<file path="config.mk">
export PLATFORM = sky130hd
export DESIGN_NAME = fmark_label_serializer
export DESIGN_NICKNAME = d
export VERILOG_FILES = /design/src/rtl/fml_pkg.sv /design/src/rtl/fml_mark_gate.sv /design/src/rtl/fml_cell_seq.sv /design/src/rtl/fml_char_queue.sv /design/src/rtl/fml_col_shift.sv /design/src/rtl/fmark_label_serializer.sv
export SDC_FILE = /design/constraint.sdc
export NUM_CORES = 1
export LEC_CHECK = 0
export BUFFER_PORTS_ARGS = -buffer_cell sky130_fd_sc_hd__buf_2
export CORE_ASPECT_RATIO = 1.75
export CORE_MARGIN = 8
export CORE_UTILIZATION = 25
export CTS_CLUSTER_SIZE = 16
export DETAILED_ROUTE_END_ITERATION = 6
export MAX_ROUTING_LAYER = met4
export PLACE_DENSITY_LB_ADDON = 0.25
export SLEW_MARGIN = 5
export SYNTH_ARGS = -nofsm -noshare
export SYNTH_HDL_FRONTEND = slang
export SYNTH_SLANG_ARGS = --single-unit
</file>
<file path="constraint.sdc">
create_clock -name clk -period 7.35 [get_ports clk]
set_input_delay 1.47 -clock clk [delete_from_list [all_inputs] [get_ports clk]]
set_output_delay 1.47 -clock clk [all_outputs]
set_load 0.02 [all_outputs]
</file>
<file path="src/rtl/fml_pkg.sv">
package fml_pkg;

  localparam int CODE_W    = 4;
  localparam int ROWS      = 7;
  localparam int FONT_COLS = 5;
  localparam int CELL_COLS = 7;
  localparam int GLYPH_W   = ROWS * FONT_COLS;
  localparam int LO_LAST   = 14;
  localparam int HI_LAST   = 28;
  localparam logic [CODE_W-1:0] BLANK = CODE_W'(10);

  // One glyph row; bit FONT_COLS-1 is the leftmost pixel, row 0 the top.
  function automatic logic [FONT_COLS-1:0] font_row(input logic [CODE_W-1:0] d,
                                                    input int r);
    logic [GLYPH_W-1:0] g;
    case (d)
      4'd0: g = {5'h0E, 5'h11, 5'h13, 5'h15, 5'h19, 5'h11, 5'h0E};
      4'd1: g = {5'h04, 5'h0C, 5'h04, 5'h04, 5'h04, 5'h04, 5'h0E};
      4'd2: g = {5'h0E, 5'h11, 5'h01, 5'h02, 5'h04, 5'h08, 5'h1F};
      4'd3: g = {5'h1F, 5'h02, 5'h04, 5'h02, 5'h01, 5'h11, 5'h0E};
      4'd4: g = {5'h02, 5'h06, 5'h0A, 5'h12, 5'h1F, 5'h02, 5'h02};
      4'd5: g = {5'h1F, 5'h10, 5'h1E, 5'h01, 5'h01, 5'h11, 5'h0E};
      4'd6: g = {5'h06, 5'h08, 5'h10, 5'h1E, 5'h11, 5'h11, 5'h0E};
      4'd7: g = {5'h1F, 5'h01, 5'h02, 5'h04, 5'h08, 5'h08, 5'h08};
      4'd8: g = {5'h0E, 5'h11, 5'h11, 5'h0E, 5'h11, 5'h11, 5'h0E};
      4'd9: g = {5'h0E, 5'h11, 5'h11, 5'h0F, 5'h01, 5'h02, 5'h0C};
      default: g = '0;
    endcase
    return g[GLYPH_W-1-FONT_COLS*r -: FONT_COLS];
  endfunction

  // One glyph column; bit ROWS-1 is the top pixel.
  function automatic logic [ROWS-1:0] font_col(input logic [CODE_W-1:0] d,
                                               input int c);
    logic [ROWS-1:0]      col;
    logic [FONT_COLS-1:0] rw;
    col = '0;
    for (int r = 0; r < ROWS; r++) begin
      rw = font_row(d, r);
      col[ROWS-1-r] = rw[FONT_COLS-1-c];
    end
    return col;
  endfunction

  // Cell k of the label sequence for the given range.
  function automatic logic [CODE_W-1:0] cell_code(input logic hi, input int k);
    int nlab;
    int j;
    int v;
    nlab = (hi ? HI_LAST : LO_LAST) / 2;
    j    = k / 2;
    v    = 2 * (j + 1);
    if (j >= nlab) return BLANK;
    if (v < 10) return (k % 2 == 0) ? CODE_W'(v) : BLANK;
    return (k % 2 == 0) ? CODE_W'(v / 10) : CODE_W'(v % 10);
  endfunction

endpackage

</file>
<file path="src/rtl/fml_mark_gate.sv">
module fml_mark_gate (
  input  logic clk,
  input  logic rst_n,
  input  logic frame_start,
  input  logic fmark,
  input  logic label_done,
  output logic active
);

  logic tog_q, tog_d;
  logic act_q, act_d;
  logic start;

  always_comb begin
    start = ~frame_start & fmark & tog_q & ~act_q;
    tog_d = tog_q;
    act_d = act_q;
    if (frame_start) begin
      tog_d = 1'b0;
      act_d = 1'b0;
    end else begin
      if (fmark) tog_d = ~tog_q;
      if (start) act_d = 1'b1;
      else if (label_done) act_d = 1'b0;
    end
  end

  always_ff @(posedge clk or negedge rst_n) begin
    if (!rst_n) begin
      tog_q <= 1'b0;
      act_q <= 1'b0;
    end else begin
      tog_q <= tog_d;
      act_q <= act_d;
    end
  end

  assign active = act_q;

  AST_ARM_ON_MARK: assert property (@(posedge clk) disable iff (!rst_n)
    $rose(act_q) |-> $past(fmark));

  AST_FRAME_CLEARS: assert property (@(posedge clk) disable iff (!rst_n)
    frame_start |=> (!act_q && !tog_q));

endmodule

</file>
<file path="src/rtl/fml_cell_seq.sv">
module fml_cell_seq
  import fml_pkg::*;
#(
  parameter int COL_W = $clog2(CELL_COLS)
) (
  input  logic             clk,
  input  logic             rst_n,
  input  logic             frame_start,
  input  logic             active,
  input  logic             trace_strobe,
  output logic             load,
  output logic [COL_W-1:0] col_idx,
  output logic             advance,
  output logic             label_done
);

  localparam logic [COL_W-1:0] LAST_COL = COL_W'(CELL_COLS - 1);

  logic [COL_W-1:0] col_q, col_d;
  logic             chr_q, chr_d;
  logic             step;

  always_comb begin
    step       = trace_strobe & active & ~frame_start;
    advance    = step & (col_q == LAST_COL);
    label_done = advance & chr_q;
    col_d      = col_q;
    chr_d      = chr_q;
    if (frame_start) begin
      col_d = '0;
      chr_d = 1'b0;
    end else if (step) begin
      col_d = (col_q == LAST_COL) ? '0 : col_q + 1'b1;
      if (advance) chr_d = ~chr_q;
    end
  end

  always_ff @(posedge clk or negedge rst_n) begin
    if (!rst_n) begin
      col_q <= '0;
      chr_q <= 1'b0;
    end else begin
      col_q <= col_d;
      chr_q <= chr_d;
    end
  end

  assign load    = step;
  assign col_idx = col_q;

  AST_COL_IN_CELL: assert property (@(posedge clk) disable iff (!rst_n)
    col_q <= LAST_COL);

  AST_IDLE_NO_STEP: assert property (@(posedge clk) disable iff (!rst_n)
    !active |=> $stable(col_q) || col_q == '0);

endmodule

</file>
<file path="src/rtl/fml_char_queue.sv">
module fml_char_queue
  import fml_pkg::*;
#(
  parameter int DEPTH = 9,
  parameter int IDX_W = 6
) (
  input  logic              clk,
  input  logic              rst_n,
  input  logic              frame_start,
  input  logic              range_hi,
  input  logic              advance,
  output logic [CODE_W-1:0] head
);

  localparam logic [IDX_W-1:0] IDX_MAX   = '1;
  localparam logic [IDX_W-1:0] IDX_START = IDX_W'(DEPTH);

  logic [CODE_W-1:0] cell_q [DEPTH];
  logic [CODE_W-1:0] cell_d [DEPTH];
  logic [IDX_W-1:0]  nxt_q, nxt_d;
  logic              hi_q, hi_d;

  always_comb begin
    hi_d  = hi_q;
    nxt_d = nxt_q;
    for (int i = 0; i < DEPTH; i++) cell_d[i] = cell_q[i];
    if (frame_start) begin
      hi_d  = range_hi;
      nxt_d = IDX_START;
      for (int i = 0; i < DEPTH; i++) cell_d[i] = cell_code(range_hi, i);
    end else if (advance) begin
      for (int i = 0; i < DEPTH - 1; i++) cell_d[i] = cell_q[i+1];
      cell_d[DEPTH-1] = cell_code(hi_q, int'(nxt_q));
      if (nxt_q != IDX_MAX) nxt_d = nxt_q + 1'b1;
    end
  end

  always_ff @(posedge clk or negedge rst_n) begin
    if (!rst_n) begin
      for (int i = 0; i < DEPTH; i++) cell_q[i] <= BLANK;
      nxt_q <= '0;
      hi_q  <= 1'b0;
    end else begin
      cell_q <= cell_d;
      nxt_q  <= nxt_d;
      hi_q   <= hi_d;
    end
  end

  assign head = cell_q[0];

  AST_REFILL_RESTART: assert property (@(posedge clk) disable iff (!rst_n)
    frame_start |=> nxt_q == IDX_START);

  AST_RANGE_HELD: assert property (@(posedge clk) disable iff (!rst_n)
    !frame_start |=> $stable(hi_q));

  AST_QUEUE_SHIFT: assert property (@(posedge clk) disable iff (!rst_n)
    (advance && !frame_start) |=> head == $past(cell_q[1]));

endmodule

</file>
<file path="src/rtl/fml_col_shift.sv">
module fml_col_shift
  import fml_pkg::*;
#(
  parameter int COL_W = $clog2(CELL_COLS)
) (
  input  logic              clk,
  input  logic              rst_n,
  input  logic              frame_start,
  input  logic              load,
  input  logic [COL_W-1:0]  col_idx,
  input  logic [CODE_W-1:0] head,
  input  logic              shift_en,
  output logic              pix,
  output logic              pending
);

  localparam int CNT_W = $clog2(ROWS + 1);
  localparam logic [CNT_W-1:0] FULL = CNT_W'(ROWS);

  logic [ROWS-1:0]  sh_q, sh_d;
  logic [CNT_W-1:0] cnt_q, cnt_d;
  logic [ROWS-1:0]  col_bits;

  always_comb begin
    col_bits = (int'(col_idx) < FONT_COLS) ? font_col(head, int'(col_idx)) : '0;
    sh_d  = sh_q;
    cnt_d = cnt_q;
    if (frame_start) begin
      sh_d  = '0;
      cnt_d = '0;
    end else if (load) begin
      sh_d  = col_bits;
      cnt_d = FULL;
    end else if (shift_en && cnt_q != '0) begin
      sh_d  = {sh_q[ROWS-2:0], 1'b0};
      cnt_d = cnt_q - 1'b1;
    end
  end

  always_ff @(posedge clk or negedge rst_n) begin
    if (!rst_n) begin
      sh_q  <= '0;
      cnt_q <= '0;
    end else begin
      sh_q  <= sh_d;
      cnt_q <= cnt_d;
    end
  end

  assign pix     = sh_q[ROWS-1] & (cnt_q != '0);
  assign pending = (cnt_q != '0);

  AST_LOAD_WINS: assert property (@(posedge clk) disable iff (!rst_n)
    (load && !frame_start) |=> cnt_q == FULL);

  AST_ONE_BIT_PER_TICK: assert property (@(posedge clk) disable iff (!rst_n)
    (shift_en && !load && !frame_start && cnt_q != '0)
      |=> cnt_q == $past(cnt_q) - 1'b1);

  AST_SPACER_DARK: assert property (@(posedge clk) disable iff (!rst_n)
    (load && !frame_start && int'(col_idx) >= FONT_COLS) |=> sh_q == '0);

endmodule

</file>
<file path="src/rtl/fmark_label_serializer.sv">
module fmark_label_serializer
  import fml_pkg::*;
#(
  parameter int QUEUE_DEPTH = 9
) (
  input  logic clk,
  input  logic rst_n,
  input  logic frame_start,
  input  logic fmark,
  input  logic trace_strobe,
  input  logic shift_en,
  input  logic range_hi,
  output logic pix_out,
  output logic busy
);

  localparam int COL_W = $clog2(CELL_COLS);
  localparam int IDX_W = $clog2(HI_LAST + QUEUE_DEPTH + 1);

  logic              active;
  logic              load;
  logic              advance;
  logic              label_done;
  logic [COL_W-1:0]  col_idx;
  logic [CODE_W-1:0] head;
  logic              pending;

  fml_mark_gate u_gate (
    .clk         (clk),
    .rst_n       (rst_n),
    .frame_start (frame_start),
    .fmark       (fmark),
    .label_done  (label_done),
    .active      (active)
  );

  fml_cell_seq #(.COL_W(COL_W)) u_seq (
    .clk          (clk),
    .rst_n        (rst_n),
    .frame_start  (frame_start),
    .active       (active),
    .trace_strobe (trace_strobe),
    .load         (load),
    .col_idx      (col_idx),
    .advance      (advance),
    .label_done   (label_done)
  );

  fml_char_queue #(.DEPTH(QUEUE_DEPTH), .IDX_W(IDX_W)) u_queue (
    .clk         (clk),
    .rst_n       (rst_n),
    .frame_start (frame_start),
    .range_hi    (range_hi),
    .advance     (advance),
    .head        (head)
  );

  fml_col_shift #(.COL_W(COL_W)) u_shift (
    .clk         (clk),
    .rst_n       (rst_n),
    .frame_start (frame_start),
    .load        (load),
    .col_idx     (col_idx),
    .head        (head),
    .shift_en    (shift_en),
    .pix         (pix_out),
    .pending     (pending)
  );

  assign busy = active | pending;

  AST_IDLE_DARK: assert property (@(posedge clk) disable iff (!rst_n)
    !busy |-> !pix_out);

  AST_DONE_CLEARS_ACTIVE: assert property (@(posedge clk) disable iff (!rst_n)
    (label_done && !frame_start) |=> !active);

endmodule

</file>
==> out/metrics.yaml <==
run_status: "completed"
final-max-slew-violation-count: 0
grt_antenna_before_repair: 0
row_count: 62
fin_ws_ns: 3.09
p_clk_frac: 0.512
netlist-cell-type-count: 67
maximum_number_of_pins_on_one_net_before_global_route_repair: 46
synth.top_cells.by_count: "nand2_1, o21ai_0, a21oi_1, dfrtp_1, nor2_1"
tritoncts.num_buffers: 9
postCtsHoldBufs: 0
cts_setup_buffers: 0
relSlewSlack: 0.460
ys_ff_latch: 59
grt_pass1_vias: 3569
area_share_of_the_leading_cell_type_in_the_synthesized_netlist: 0.249
ys_seq_area_frac: 0.364
worst-r2r-cell-count: 13
synth_flop_cell: "dfrtp_1"
post_layout_minimum_cycle_time_ns: 4.26
standby_leakage_power_nw: 1.94
postRouteWirelength_um: 10500
combPwrFrac: 0.113
fin_total_pwr_uw: 944
seq_power_share: 0.376
grt_pass1_wl_um: 17800
routed_via_density: 5.18
worst_setup_path_end_kind: "flip-flop"
asyncSetResetFlopFracSynth: 1.00
critPathArrivalTime_ns: 4.49
drtIter0Drc: 156
clock_tree_from_tritoncts: "built"
maxClockFrequency_mhz: 235
switching_share: 0.238
crit-reg2reg-capture: "u_queue.cell_q[1]"
clock_tree.buffer_depth: 2
drt.antenna.violating_nets: 0
layout.nets: 528
die-height_um: 186
p_int_uw: 719
mappedNetlistNets: 538
crit_type: "flip-flop to flip-flop"
route.vias.total: 3606
hold_end: "u_queue.cell_q[13]"
netlist.top_cell.by_area: "dfrtp_1"
die_x_um: 113
synth.area.top_cells: "dfrtp_1, dfstp_2, nand2_1, ha_1, o21ai_0"
diodes_inserted: 0
critPathLaunchType: "flip-flop"
area_growth_pct: 12.1
average_size_of_a_mapped_cell_um2: 8.08
dpl_worst_slack_ns: 3.14
count_of_flip_flops_with_a_built_in_enable_after_synthesis: 0
cts-htree-levels: 3
fp.dieArea_um2: 21000
cts-root-buf: "clkbuf_16"
slowest_stage: "dfrtp_1"
tightestPinTransition_ns: 0.804
final-hold-violation-count: 0
worst-path-buf-inv: 0
mappedNetlistArea_um2: 4110
vdd_ir_drop_max_v: 0.000105
synthMostInstantiatedCell: "nand2_1"
finish.utilization: 0.283
io_pins: 9
grt_setup_unrepaired: "false"
wl_per_cell_um: 15.1
path_clk_slew_ns: 0.06
synthesis.instances: 509
later_pin_clock_latency_in_the_skew_report_ns: 0.33
timing.reg2reg.setup_slack_ns: 3.09
worst-endpoint-required_ns: 7.59
worstHoldPathCells: 2
start_util: 0.253
post_cts_resized: 0
dp_wirelength_um: 7380
numPortBuffers: 8
maximum_capacitance_violations: 0
cp_max_fo: 18
core_area_um2: 16300
clock_sinks: 59
min_period_over_period: 0.579
worst_hold_path_type: "flip-flop to flip-flop"
count_of_yosys_warnings_during_synthesis: 0
switching_power_uw: 224
fin_tns_setup_ns: 0
report.final.setup_viol: 0
timing.clock.skew_ns: 0.00893
track_usage: 0.109
cp_top_family: "compound AO/OA/AOI/OAI gates"
timing.critical_path.cells: "ha_1 > xnor2_1 > a31oi_1 > ha_1 > and4bb_1 > o221ai_2 > a21oi_4 > nor2_1 > xnor2_1 > o21ai_1 > a311o_2 > mux2i_1 > o31ai_1"
critical_r2r_launch: "u_queue.nxt_q[1]"
gp_congestion: 0.882
grt-ovfl-total: 0
drive_above_1_share: 0.119
first_pass_iters: 4
remaining_drc_errors: 0
pwr_density_cell_nw_per_um2: 205
hold_start: "u_queue.cell_q[9]"
slowest_delay_ns: 0.70
[power by group through the flow]
stage,clock network (mW),logic [mW],registers [mW]
6_report,0.483,0.106,0.355
5_1_grt,0.506,0.122,0.357
4_1_cts,0.498,0.109,0.355
3_5_place_dp,0,0.109,0.360
3_3_place_gp,0,0.107,0.359
2_1_floorplan,0,0.0789,0.355
[worst max-delay path by stage]
stage / startpoint / endpoint / cells after the start
final: u_queue.nxt_q[1] / u_queue.cell_q[1] / 13
after detailed placement: u_queue.nxt_q[1] / u_queue.cell_q[1] / 13
after CTS: u_queue.nxt_q[1] / u_queue.cell_q[1] / 13
after global placement: u_queue.nxt_q[1] / u_queue.cell_q[1] / 13
after floorplan: u_queue.nxt_q[2] / u_queue.cell_q[1] / 15
after global routing: u_queue.nxt_q[1] / u_queue.cell_q[1] / 13
[worst min-delay path, delay by kind of cell (launching register included)]
kind          cells  cell delay [ns]
flops             1             0.36
simple gates      2             0.09
[cell type report]
| type | count | area [um2] |
|---|---|---|
| repair buffers | 12 | 70.1 |
| flip-flops and latches | 59 | 1500 |
| inverters | 19 | 71.3 |
| well taps | 192 | 240 |
| fillers | 1752 | 11700 |
| clock inverters | 5 | 100 |
| multi-input cells | 398 | 2390 |
| clock buffers | 11 | 243 |
[per-layer routing]
metal  vias up  global-route usage  part of all wire
li1       1778                   -                 -
met1      1741               0.110              0.41
met2        60               0.190              0.52
met3        27              0.0149             0.024
met4         0              0.0788             0.044
met5         -                   -                 0
[cell usage in the layout (no fill, tap or decap), drive strengths merged, types with 2 or more instances in the layout]
cell	synthesis	layout
nand2	96	96
o21ai	49	49
a21oi	44	44
dfrtp	41	41
nor2	33	33
nand3	33	33
ha	22	22
dfstp	18	18
inv	17	17
nor3	12	12
buf	9	12
clkbuf	24	11
xnor2	9	9
a31oi	8	8
nand2b	7	7
mux2i	7	7
o31ai	7	7
a211oi	6	6
o211ai	5	5
and3	4	4
a211o	4	4
and2	4	4
clkinv	2	4
or3	3	3
bufinv	0	3
or2	3	3
a21o	3	3
xor2	3	3
a311oi	2	2
nor2b	2	2
o21a	2	2
nor4	2	2
mux2	2	2
o311a	2	2
o41ai	2	2
[cell families (layout without fill, tap and decap cells)]
kind of cell,after synthesis,after routing,synth area share
flops,59,59,0.364
fa+ha+maj,22,22,0.0669
mux,9,9,0.0225
xor+xnor,12,12,0.0274
simple gates,204,204,0.225
buf+inv,52,47,0.0554
compound gates,151,151,0.239
[per-stage QoR]
stage	std cells	hold slack (ns)	instance area, um2
after floorplan	509	0.432	4110
after CTS	696	0.456	4610
after global placement	680	0.439	4270
after global routing	696	0.464	4610
after detailed placement	680	0.445	4270
final	696	0.452	4610
[flip-flops by register name, indices dropped and copies added, names as in the netlist]
name and cells:
u_shift.cnt_q 3, u_queue.head 4, u_queue.nxt_q 6, u_gate.active 1, u_gate.tog_q 1, u_seq.chr_q 1
u_shift.sh_q 7, u_queue.hi_q 1, u_queue.cell_q 32, u_seq.col_idx 3
(Power assumes the default switching activity.)
